[src/rtl/lru_lookup_pkg.sv]
package lru_lookup_pkg;

    typedef enum logic [1:0] {
        ST_IDLE,
        ST_LOOK_FIRST,
        ST_LOOK_SECOND,
        ST_FAULT
    } lookup_state_e;

    typedef enum logic [1:0] {
        SPAN_ONE,
        SPAN_TWO,
        SPAN_BAD
    } span_e;

endpackage

[src/rtl/lru_addr_split.sv]
module lru_addr_split
    import lru_lookup_pkg::*;
#(
    parameter int ADDR_W = 32,
    parameter int SIZE_W = 8,
    parameter int OFF_W  = 4,
    parameter int IDX_W  = 4,
    localparam int TAG_W = ADDR_W - OFF_W - IDX_W
) (
    input  logic [ADDR_W-1:0] addr,
    input  logic [SIZE_W-1:0] size,
    output logic [IDX_W-1:0]  first_idx,
    output logic [IDX_W-1:0]  last_idx,
    output logic [TAG_W-1:0]  first_tag,
    output logic [TAG_W-1:0]  last_tag,
    output span_e             span
);

    logic [ADDR_W-1:0] last_addr;
    logic [IDX_W-1:0]  next_idx;

    always_comb begin
        last_addr = addr + ADDR_W'(size) - ADDR_W'(1);
        first_idx = IDX_W'(addr >> OFF_W);
        last_idx  = IDX_W'(last_addr >> OFF_W);
        first_tag = TAG_W'(addr >> (OFF_W + IDX_W));
        last_tag  = TAG_W'(last_addr >> (OFF_W + IDX_W));
        next_idx  = first_idx + IDX_W'(1);
        if (last_idx == first_idx) begin
            span = SPAN_ONE;
        end else if (last_idx == next_idx) begin
            span = SPAN_TWO;
        end else begin
            span = SPAN_BAD;
        end
    end

endmodule

[src/rtl/lru_way_match.sv]
module lru_way_match #(
    parameter int WAYS  = 4,
    parameter int TAG_W = 24,
    localparam int POS_W = (WAYS > 1) ? $clog2(WAYS) : 1
) (
    input  logic [WAYS-1:0][TAG_W-1:0] row,
    input  logic [TAG_W-1:0]           tag,
    output logic                       hit,
    output logic [POS_W-1:0]           pos
);

    // Lowest slot wins when duplicates exist (e.g. zeros after reset).
    always_comb begin
        hit = 1'b0;
        pos = '0;
        for (int w = WAYS - 1; w >= 0; w--) begin
            if (row[w] == tag) begin
                hit = 1'b1;
                pos = POS_W'(w);
            end
        end
    end

endmodule

[src/rtl/lru_tag_store.sv]
module lru_tag_store #(
    parameter int SETS  = 16,
    parameter int WAYS  = 4,
    parameter int TAG_W = 24,
    localparam int IDX_W = $clog2(SETS),
    localparam int POS_W = (WAYS > 1) ? $clog2(WAYS) : 1
) (
    input  logic                       clk,
    input  logic                       rst_n,
    input  logic [IDX_W-1:0]           idx,
    output logic [WAYS-1:0][TAG_W-1:0] row,
    input  logic                       wr_en,
    input  logic                       wr_hit,
    input  logic [POS_W-1:0]           wr_pos,
    input  logic [TAG_W-1:0]           wr_tag
);

    logic [WAYS-1:0][TAG_W-1:0] rows_q [SETS];
    logic [WAYS-1:0][TAG_W-1:0] row_nxt;

    assign row = rows_q[idx];

    // Slot 0 always receives the referenced tag; slot k takes its
    // front neighbour when the whole set shifts (miss) or when k is at
    // or in front of the hit slot.
    assign row_nxt[0] = wr_tag;

    for (genvar k = 1; k < WAYS; k++) begin : g_shift
        assign row_nxt[k] = (!wr_hit || (POS_W'(k) <= wr_pos)) ? row[k-1] : row[k];
    end

    always_ff @(posedge clk) begin
        if (!rst_n) begin
            for (int s = 0; s < SETS; s++) begin
                rows_q[s] <= '0;
            end
        end else if (wr_en) begin
            rows_q[idx] <= row_nxt;
        end
    end

endmodule

[src/rtl/lru_tag_lookup.sv]
module lru_tag_lookup
    import lru_lookup_pkg::*;
#(
    parameter int ADDR_W      = 32,
    parameter int SIZE_W      = 8,
    parameter int CACHE_BYTES = 1024,
    parameter int LINE_BYTES  = 16,
    parameter int WAYS        = 4
) (
    input  logic              clk,
    input  logic              rst_n,
    input  logic              req_valid,
    input  logic [ADDR_W-1:0] req_addr,
    input  logic [SIZE_W-1:0] req_size,
    output logic              req_ready,
    output logic              rsp_done,
    output logic              rsp_miss,
    output logic              rsp_err
);

    localparam int LINES = CACHE_BYTES / LINE_BYTES;
    localparam int SETS  = LINES / WAYS;
    localparam int OFF_W = $clog2(LINE_BYTES);
    localparam int IDX_W = $clog2(SETS);
    localparam int TAG_W = ADDR_W - OFF_W - IDX_W;
    localparam int POS_W = (WAYS > 1) ? $clog2(WAYS) : 1;

    lookup_state_e state_q, state_d;

    span_e             span_c;
    logic [IDX_W-1:0]  idx_first_c, idx_last_c;
    logic [TAG_W-1:0]  tag_first_c, tag_last_c;

    logic [IDX_W-1:0]  idx_a_q, idx_b_q, look_idx;
    logic [TAG_W-1:0]  tag_a_q, tag_b_q, look_tag;
    logic              two_q, miss_acc_q;

    logic [WAYS-1:0][TAG_W-1:0] cur_row;
    logic              hit;
    logic [POS_W-1:0]  hit_pos;
    logic              upd_en;

    lru_addr_split #(
        .ADDR_W (ADDR_W),
        .SIZE_W (SIZE_W),
        .OFF_W  (OFF_W),
        .IDX_W  (IDX_W)
    ) u_split (
        .addr      (req_addr),
        .size      (req_size),
        .first_idx (idx_first_c),
        .last_idx  (idx_last_c),
        .first_tag (tag_first_c),
        .last_tag  (tag_last_c),
        .span      (span_c)
    );

    assign look_idx = (state_q == ST_LOOK_SECOND) ? idx_b_q : idx_a_q;
    assign look_tag = (state_q == ST_LOOK_SECOND) ? tag_b_q : tag_a_q;
    assign upd_en   = (state_q == ST_LOOK_FIRST) || (state_q == ST_LOOK_SECOND);

    lru_tag_store #(
        .SETS  (SETS),
        .WAYS  (WAYS),
        .TAG_W (TAG_W)
    ) u_store (
        .clk    (clk),
        .rst_n  (rst_n),
        .idx    (look_idx),
        .row    (cur_row),
        .wr_en  (upd_en),
        .wr_hit (hit),
        .wr_pos (hit_pos),
        .wr_tag (look_tag)
    );

    lru_way_match #(
        .WAYS  (WAYS),
        .TAG_W (TAG_W)
    ) u_match (
        .row (cur_row),
        .tag (look_tag),
        .hit (hit),
        .pos (hit_pos)
    );

    assign req_ready = (state_q == ST_IDLE);

    // State register
    always_ff @(posedge clk) begin
        if (!rst_n) begin
            state_q <= ST_IDLE;
        end else begin
            state_q <= state_d;
        end
    end

    // Transitions
    always_comb begin
        state_d = state_q;
        unique case (state_q)
            ST_IDLE: begin
                if (req_valid) begin
                    state_d = (span_c == SPAN_BAD) ? ST_FAULT : ST_LOOK_FIRST;
                end
            end
            ST_LOOK_FIRST:  state_d = two_q ? ST_LOOK_SECOND : ST_IDLE;
            ST_LOOK_SECOND: state_d = ST_IDLE;
            ST_FAULT:       state_d = ST_IDLE;
        endcase
    end

    // Outputs and captured request
    always_ff @(posedge clk) begin
        if (!rst_n) begin
            rsp_done   <= 1'b0;
            rsp_miss   <= 1'b0;
            rsp_err    <= 1'b0;
            miss_acc_q <= 1'b0;
            two_q      <= 1'b0;
            idx_a_q    <= '0;
            idx_b_q    <= '0;
            tag_a_q    <= '0;
            tag_b_q    <= '0;
        end else begin
            rsp_done <= 1'b0;
            rsp_miss <= 1'b0;
            rsp_err  <= 1'b0;
            unique case (state_q)
                ST_IDLE: begin
                    if (req_valid) begin
                        idx_a_q    <= idx_first_c;
                        idx_b_q    <= idx_last_c;
                        tag_a_q    <= tag_first_c;
                        tag_b_q    <= tag_last_c;
                        two_q      <= (span_c == SPAN_TWO);
                        miss_acc_q <= 1'b0;
                    end
                end
                ST_LOOK_FIRST: begin
                    if (two_q) begin
                        miss_acc_q <= !hit;
                    end else begin
                        rsp_done <= 1'b1;
                        rsp_miss <= !hit;
                    end
                end
                ST_LOOK_SECOND: begin
                    rsp_done <= 1'b1;
                    rsp_miss <= miss_acc_q || !hit;
                end
                ST_FAULT: begin
                    rsp_err <= 1'b1;
                end
            endcase
        end
    end

endmodule

[config.mk]
export PLATFORM = sky130hd
export DESIGN_NAME = lru_tag_lookup
export DESIGN_NICKNAME = d
export VERILOG_FILES = /design/src/rtl/lru_lookup_pkg.sv /design/src/rtl/lru_addr_split.sv /design/src/rtl/lru_way_match.sv /design/src/rtl/lru_tag_store.sv /design/src/rtl/lru_tag_lookup.sv
export SDC_FILE = /design/constraint.sdc
export NUM_CORES = 2
export LEC_CHECK = 0
export BUFFER_PORTS_ARGS = -buffer_cell sky130_fd_sc_hd__buf_4
export CORE_ASPECT_RATIO = 1.1
export CORE_MARGIN = 8
export CORE_UTILIZATION = 40
export CTS_BUF_LIST = sky130_fd_sc_hd__clkbuf_8
export DETAILED_ROUTE_END_ITERATION = 12
export HOLD_SLACK_MARGIN = 0.1
export PLACE_DENSITY = 0.6
export SETUP_SLACK_MARGIN = 0.3
export SYNTH_ARGS = -nofsm -noshare
export SYNTH_HDL_FRONTEND = slang
export SYNTH_HIERARCHICAL = 1
export SYNTH_SLANG_ARGS = --single-unit
[constraint.sdc]
create_clock -name clk -period 5 [get_ports clk]
set_input_delay 0.5 -clock clk [delete_from_list [all_inputs] [get_ports clk]]
set_output_delay 0.5 -clock clk [all_outputs]
set_load 0.01 [all_outputs]
Word level (Yosys, flattened, before mapping)
Memory sizes are Yosys's and may differ from the RTL's.
Index checks and enable logic that the tools add are counted.
{"block": "totals", "latchBits": 0, "output_inout_bits": 4, "romBits": 0, "word_cells": 76, "ram_bits": 1536, "regBits": 63, "memories": 1, "in_bits": 43}
{"name": "u_store.rows_q", "words": 16, "width": 96, "read_ports": 1, "rd_clocked_by_memory_dff": 0, "write_ports": 16, "line": "lru_tag_store.sv:18", "rtl": "logic [WAYS-1:0][TAG_W-1:0] rows_q [SETS];"}
{"block": "op_classes", "order_cmp": 3, "n_mul": 0, "muxes": 34, "div_mod_pow": 0, "addsub": 3, "reduce_logical": 12, "bitwise": 0, "n_shift": 0, "eq_ne": 13}
{"op": "24-bit == test", "n": 4}
{"op": "24-bit two-way mux", "n": 4}
{"op": "96-bit two-way mux", "n": 1}
{"op": "96-bit OR reduction", "n": 1}
{"op": "32-bit by 8-bit adder with 32-bit output", "n": 1}
{"op": "32-bit by 1-bit subtractor with 32-bit output, second input constant", "n": 1}
{"op": "2-bit two-way mux", "n": 9}
{"op": "1-bit two-way mux", "n": 14}
{"op": "4-bit == test", "n": 2}
{"op": "4-bit two-way mux", "n": 2}
{"op": "2-bit == test, second input constant", "n": 3}
{"op": "1-bit one-hot mux with 2 select lines", "n": 3}
{"op": "2-bit one-hot mux with 3 select lines", "n": 1}
{"op": "1-bit logical OR", "n": 5}
{"op": "4-bit by 1-bit adder with 4-bit output, second input constant", "n": 1}
{"op": "2-bit by 1-bit == test with 1-bit output, second input constant", "n": 2}
{"op": "2-bit <= comparator, first input constant", "n": 2}
{"op": "2-bit inequality test, second input constant", "n": 2}
{"op": "3-bit AND reduction", "n": 1}
{"op": "1-bit by 2-bit <= comparator with 1-bit output, first input constant", "n": 1}
{"op": "2-bit logical NOT", "n": 1}
{"op": "2-bit AND reduction", "n": 1}
{"op": "2-bit nonzero test", "n": 1}
{"op": "2-bit OR reduction", "n": 1}
{"op": "1-bit logical NOT", "n": 1}

Logic depth before layout (Yosys ltp)
An unclocked memory read counts as a cell.
{"block": "depth", "word_depth": 12, "depth_mapped": 27, "mapped_depth_nobuf": 17}

Cells and area by module
The synthesis kept the hierarchy.
{"module": "lru_tag_store", "seq_area_each_um2": 46124.2, "instances": 1, "cells_per_inst": 5231, "area_each_um2": 74492.7}
{"module": "lru_tag_lookup", "seq_area_each_um2": 1261.2, "instances": 1, "cells_per_inst": 318, "area_each_um2": 2956.6}
{"module": "lru_addr_split", "seq_area_each_um2": 0.0, "instances": 1, "cells_per_inst": 286, "area_each_um2": 2011.9}
{"module": "lru_way_match", "seq_area_each_um2": 0.0, "instances": 1, "cells_per_inst": 134, "area_each_um2": 1089.8}

Least setup slack after synthesis
Ideal clock, no wire load.
{"block": "synth_timing", "kind": "flip-flop to flip-flop", "start": "register state_q[0]", "end": "memory u_store/rows_q[10][28] (netlist bit) (data pin)", "arrival_ns": 5.220, "path_slack_ns": -0.492, "required_ns": 4.728, "stages_incl_launch_ff": 24, "period_less_slack_ns": 5.492, "cell_sequence": "dfxtp_1 -> inv_1 -> ha_1 -> buf_2 -> mux2_2 -> buf_2 -> clkbuf_1 -> clkbuf_1 -> buf_1 -> mux2i_1 -> a21oi_1 -> xor2_1 -> nor4_1 -> nand4_1 -> nor3_2 -> nor2_1 -> nand2_1 -> nor3b_1 -> clkbuf_1 -> nor2_1 -> clkbuf_1 -> nand3_1 -> clkbuf_1 -> a31oi_1"}
{"item": "start, declared", "line": "lru_tag_lookup.sv:28", "rtl": "lookup_state_e state_q, state_d;"}
{"item": "start signal, assigned", "line": "lru_tag_lookup.sv:94", "rtl": "state_q <= state_d;"}
{"item": "end, declared", "line": "lru_tag_store.sv:18"}

==> qor.yml <==
outcome: "complete, but fails checks"
violations: "negative setup slack"
gp_congestion: 0.883
syn_nets: 6056
dieArea_sq_mm: 0.216
final_nets: 6810
dpl.cell_count: 8873
yosysTopAreaCell: "edfxtp_1"
critPathRequiredTime_ps: 5730
drt-total-wl_um: 311000
cts-buffers-inserted: 283
rows: 172
initial_core_util: 0.403
p_leak_nw: 36.6
end_kind: "flop"
muxShareOfSynthArea: 0.117
drt_iter0_markers: 8536
rsz0062_at_grt: "true"
core_sq_mm: 0.200
hold_viol_final: 0
slew_violations: 0
synth_async_sr_flop_share: 0
fp.dieW_um: 444
grt_max_degree: 135
synth_top_area_frac: 0.573
fmax_mhz: 170
tightestPinTransition_ps: 1250
setup_viol: 1152
synthFlopType: "edfxtp_1"
nFillCells: 16785
drive_above_1_share: 0.304
viasPerCell: 6.53
instances_no_fill: 9528
start_kind: "flop"
drcViolationCount: 0
synth-warning-count: 6
syn_inst: 5969
cts_sinks: 1599
crit_type: "reg -> reg"
wire_per_inst_um: 32.6
synthXorXnorAreaFrac: 0.0142
synth_compound_area_frac: 0.160
die_y_um: 487
ir_drop_v: 0.000490
finClkSkew_ps: 91.6
ant_nets: 0
num_io_pins: 47
drt_pass1_iterations: 8
htree_levels: 5
dp_hpwl_um: 179000
synth_fa_ha_area_frac: 0.00683
clock_latency_ps: 1090
ys_top_cells_by_area: "edfxtp_1, a31oi_1, mux2i_1, mux4_2, and3_1"
grt_pass1_wl_um: 432000
fin_crit_sh: 1.18
synth_top_family_by_area: "compound AO/OA/AOI/OAI gates"
finalWorstSetupSlack_ps: -890
ys_types: 75
syn-cell-area_sq_mm: 0.0806
hold_path_class: "in -> reg"
utilization: 0.501
io_buffers: 46
slew-limit-headroom: 0.167
yosys.area_share.simple: 0.0669
fin_crit_ps: 5890
grt_overflow: 0
power_density_mw_per_mm2: 486
syn_area_per_cell_sq_um: 13.5
root_buffer: "clkbuf_8"
clockBufferDepth: 4
vias: 62175
cp.arrival_ps: 6620
cts.clk_slew.worst_paths_ps: 70
area_delta_synth_final_pct: 24.3
synth-seq-cells: 1599
first_global_vias: 60812
synth-edff-count: 1536
cts_tree: "done"
antenna_found_initial: 8
grt_use_total: 0.271
cp_max_fo: 13
drv_cap: 0
synth-seq-area-share: 0.588
[kinds of logic (layout without fill, tap and decap cells)]
| family | after synthesis | count (layout) |
|---|---|---|
| AOI/OAI and AO/OA | 1775 | 1775 |
| DFF | 1599 | 1599 |
| and+or+nand+nor | 964 | 964 |
| buffers and inverters | 757 | 1699 |
| muxes | 701 | 703 |
| xor gates and xnor gates | 129 | 129 |
| adders and majority gates | 44 | 44 |
| other | 0 | 5 |
[critical path, stage by stage, from the launching register on]
cell	delay, ps
dfxtp_2	320
inv_2	80
ha_4	230
mux2_8	440
buf_16	190
buf_12	180
mux4_2	510
mux2i_1	280
a21oi_4	130
xnor2_1	290
nand4_1	200
nor4_4	300
buf_4	200
nand3_4	60
buf_6	130
a21oi_4	140
nor2_2	70
or3b_4	450
buf_12	170
buf_4	140
buf_12	130
and3_4	180
a2111oi_4	360
buf_4	230
a31oi_1	80
[per-layer routing]
| metal | GRT usage | up-vias | part of all wire |
|---|---|---|---|
| met3 | 0.0655 | 1048 | 0.11 |
| met2 | 0.437 | 4427 | 0.46 |
| met5 | 0 | - | 0.000042 |
| met1 | 0.336 | 30970 | 0.36 |
| li1 | - | 25728 | - |
| met4 | 0.154 | 2 | 0.066 |
[what timing repair did]
item	4_1_cts	5_1_grt
hold endpoints to repair	65	0
hold buffers	48	0
pin swaps	37	30
endpoints found under the setup margin	1154	1152
gates cloned	21	17
resized for setup	205	133
buffers inserted	38	51
[cells in the final DEF, fill, tap and decap left out, types with 15 or more instances in the layout]
master | Yosys | final
buf_6 | 57 | 75
a21oi_2 | 3 | 42
mux2_2 | 28 | 24
a31oi_1 | 1158 | 1136
and3_1 | 435 | 416
inv_1 | 55 | 128
buf_16 | 0 | 15
a22o_1 | 25 | 23
and3_4 | 0 | 16
a21boi_0 | 27 | 27
clkinv_1 | 0 | 57
clkbuf_8 | 0 | 293
dfxtp_1 | 63 | 61
edfxtp_1 | 1536 | 1536
mux2i_1 | 481 | 468
nor2_1 | 32 | 20
buf_12 | 1 | 242
a22oi_1 | 193 | 113
a221oi_4 | 24 | 24
mux4_2 | 192 | 192
nand3_1 | 150 | 135
ha_1 | 44 | 43
and2_1 | 99 | 98
a2111oi_4 | 48 | 48
nand2_1 | 170 | 136
nand2_4 | 0 | 32
a21boi_2 | 30 | 30
buf_4 | 71 | 763
a21oi_1 | 216 | 169
dlygate4sd3_1 | 0 | 48
a22oi_2 | 0 | 80
xor2_1 | 67 | 58
xnor2_1 | 61 | 57
clkinv_2 | 0 | 40
[flip-flops by register name, summed over array words and instances, names as in the netlist]
register,flops
rsp_miss,1
rsp_err,1
tag_b_q,24
state_q,2
u_store/rows_q,1536
tag_a_q,24
rsp_done,1
miss_acc_q,1
two_q,1
idx_b_q,4
idx_a_q,4
[Yosys cell counts (all sizes together), types with 8 or more instances]
library cell and count:
a21oi 219, xnor2 61, nor2 34, mux2i 481, nand3 150, nor4 18
a31oi 1159, nor3 11, nand2 170, a22o 25, mux4 192, inv 55
nand4 13, ha 44, nor2b 13, xor2 67, a2111oi 49, buf 229
a21boi 60, a21o 9, dfxtp 63, o21ai 10, and3 435, edfxtp 1536
mux2 28, a221oi 24, clkbuf 473, a22oi 193, and2 101, o21a 8
[worst paths after layout]
path                    start                     end  slack (ps)  cells after the start
hold reg to reg    tag_b_q[7]              tag_b_q[7]         460                      2
setup reg to reg   state_q[0]  u_store/rows_q[10][34]        -890                     24
hold / removal    req_size[3]              idx_b_q[0]         200                      8
setup / recovery   state_q[0]  u_store/rows_q[10][34]        -890                     24
[where the power goes]
part	switching, W	internal (W)
clock	0.00550	0.00571
combinational	0.0129	0.00858
sequential	0.000278	0.0157
total	0.0187	0.0300
[layout make-up]
cell class | count | area, sq um | share of cell area
Clock buffer | 293 | 4030 | 0.0403
Inverter | 55 | 206 | 0.00206
Antenna cell | 5 | 12.5 | 0.000125
Multi-Input combinational cell | 3615 | 31500 | 0.314
Clock inverter | 182 | 910 | 0.00909
Timing Repair Buffer | 1169 | 12800 | 0.128
Tap cell | 2610 | 3270 | 0.0326
Sequential cell | 1599 | 47400 | 0.473
[through the flow]
stage / instance area [sq um] / setup slack, ps / total power (W) / hold WS, ps / TNS (ps)
2_1_floorplan: 81200 / 47.0 / 0.0258 / 440 / 0
3_3_place_gp: 91500 / -1210 / 0.0355 / 451 / -1287280
3_5_place_dp: 91500 / -1170 / 0.0357 / 454 / -1251430
4_1_cts: 98500 / -700 / 0.0476 / 118 / -641820
5_1_grt: 100000 / -975 / 0.0500 / 219 / -924140
6_report: 100000 / -890 / 0.0487 / 200 / -825610
(Power assumes the default switching activity.)
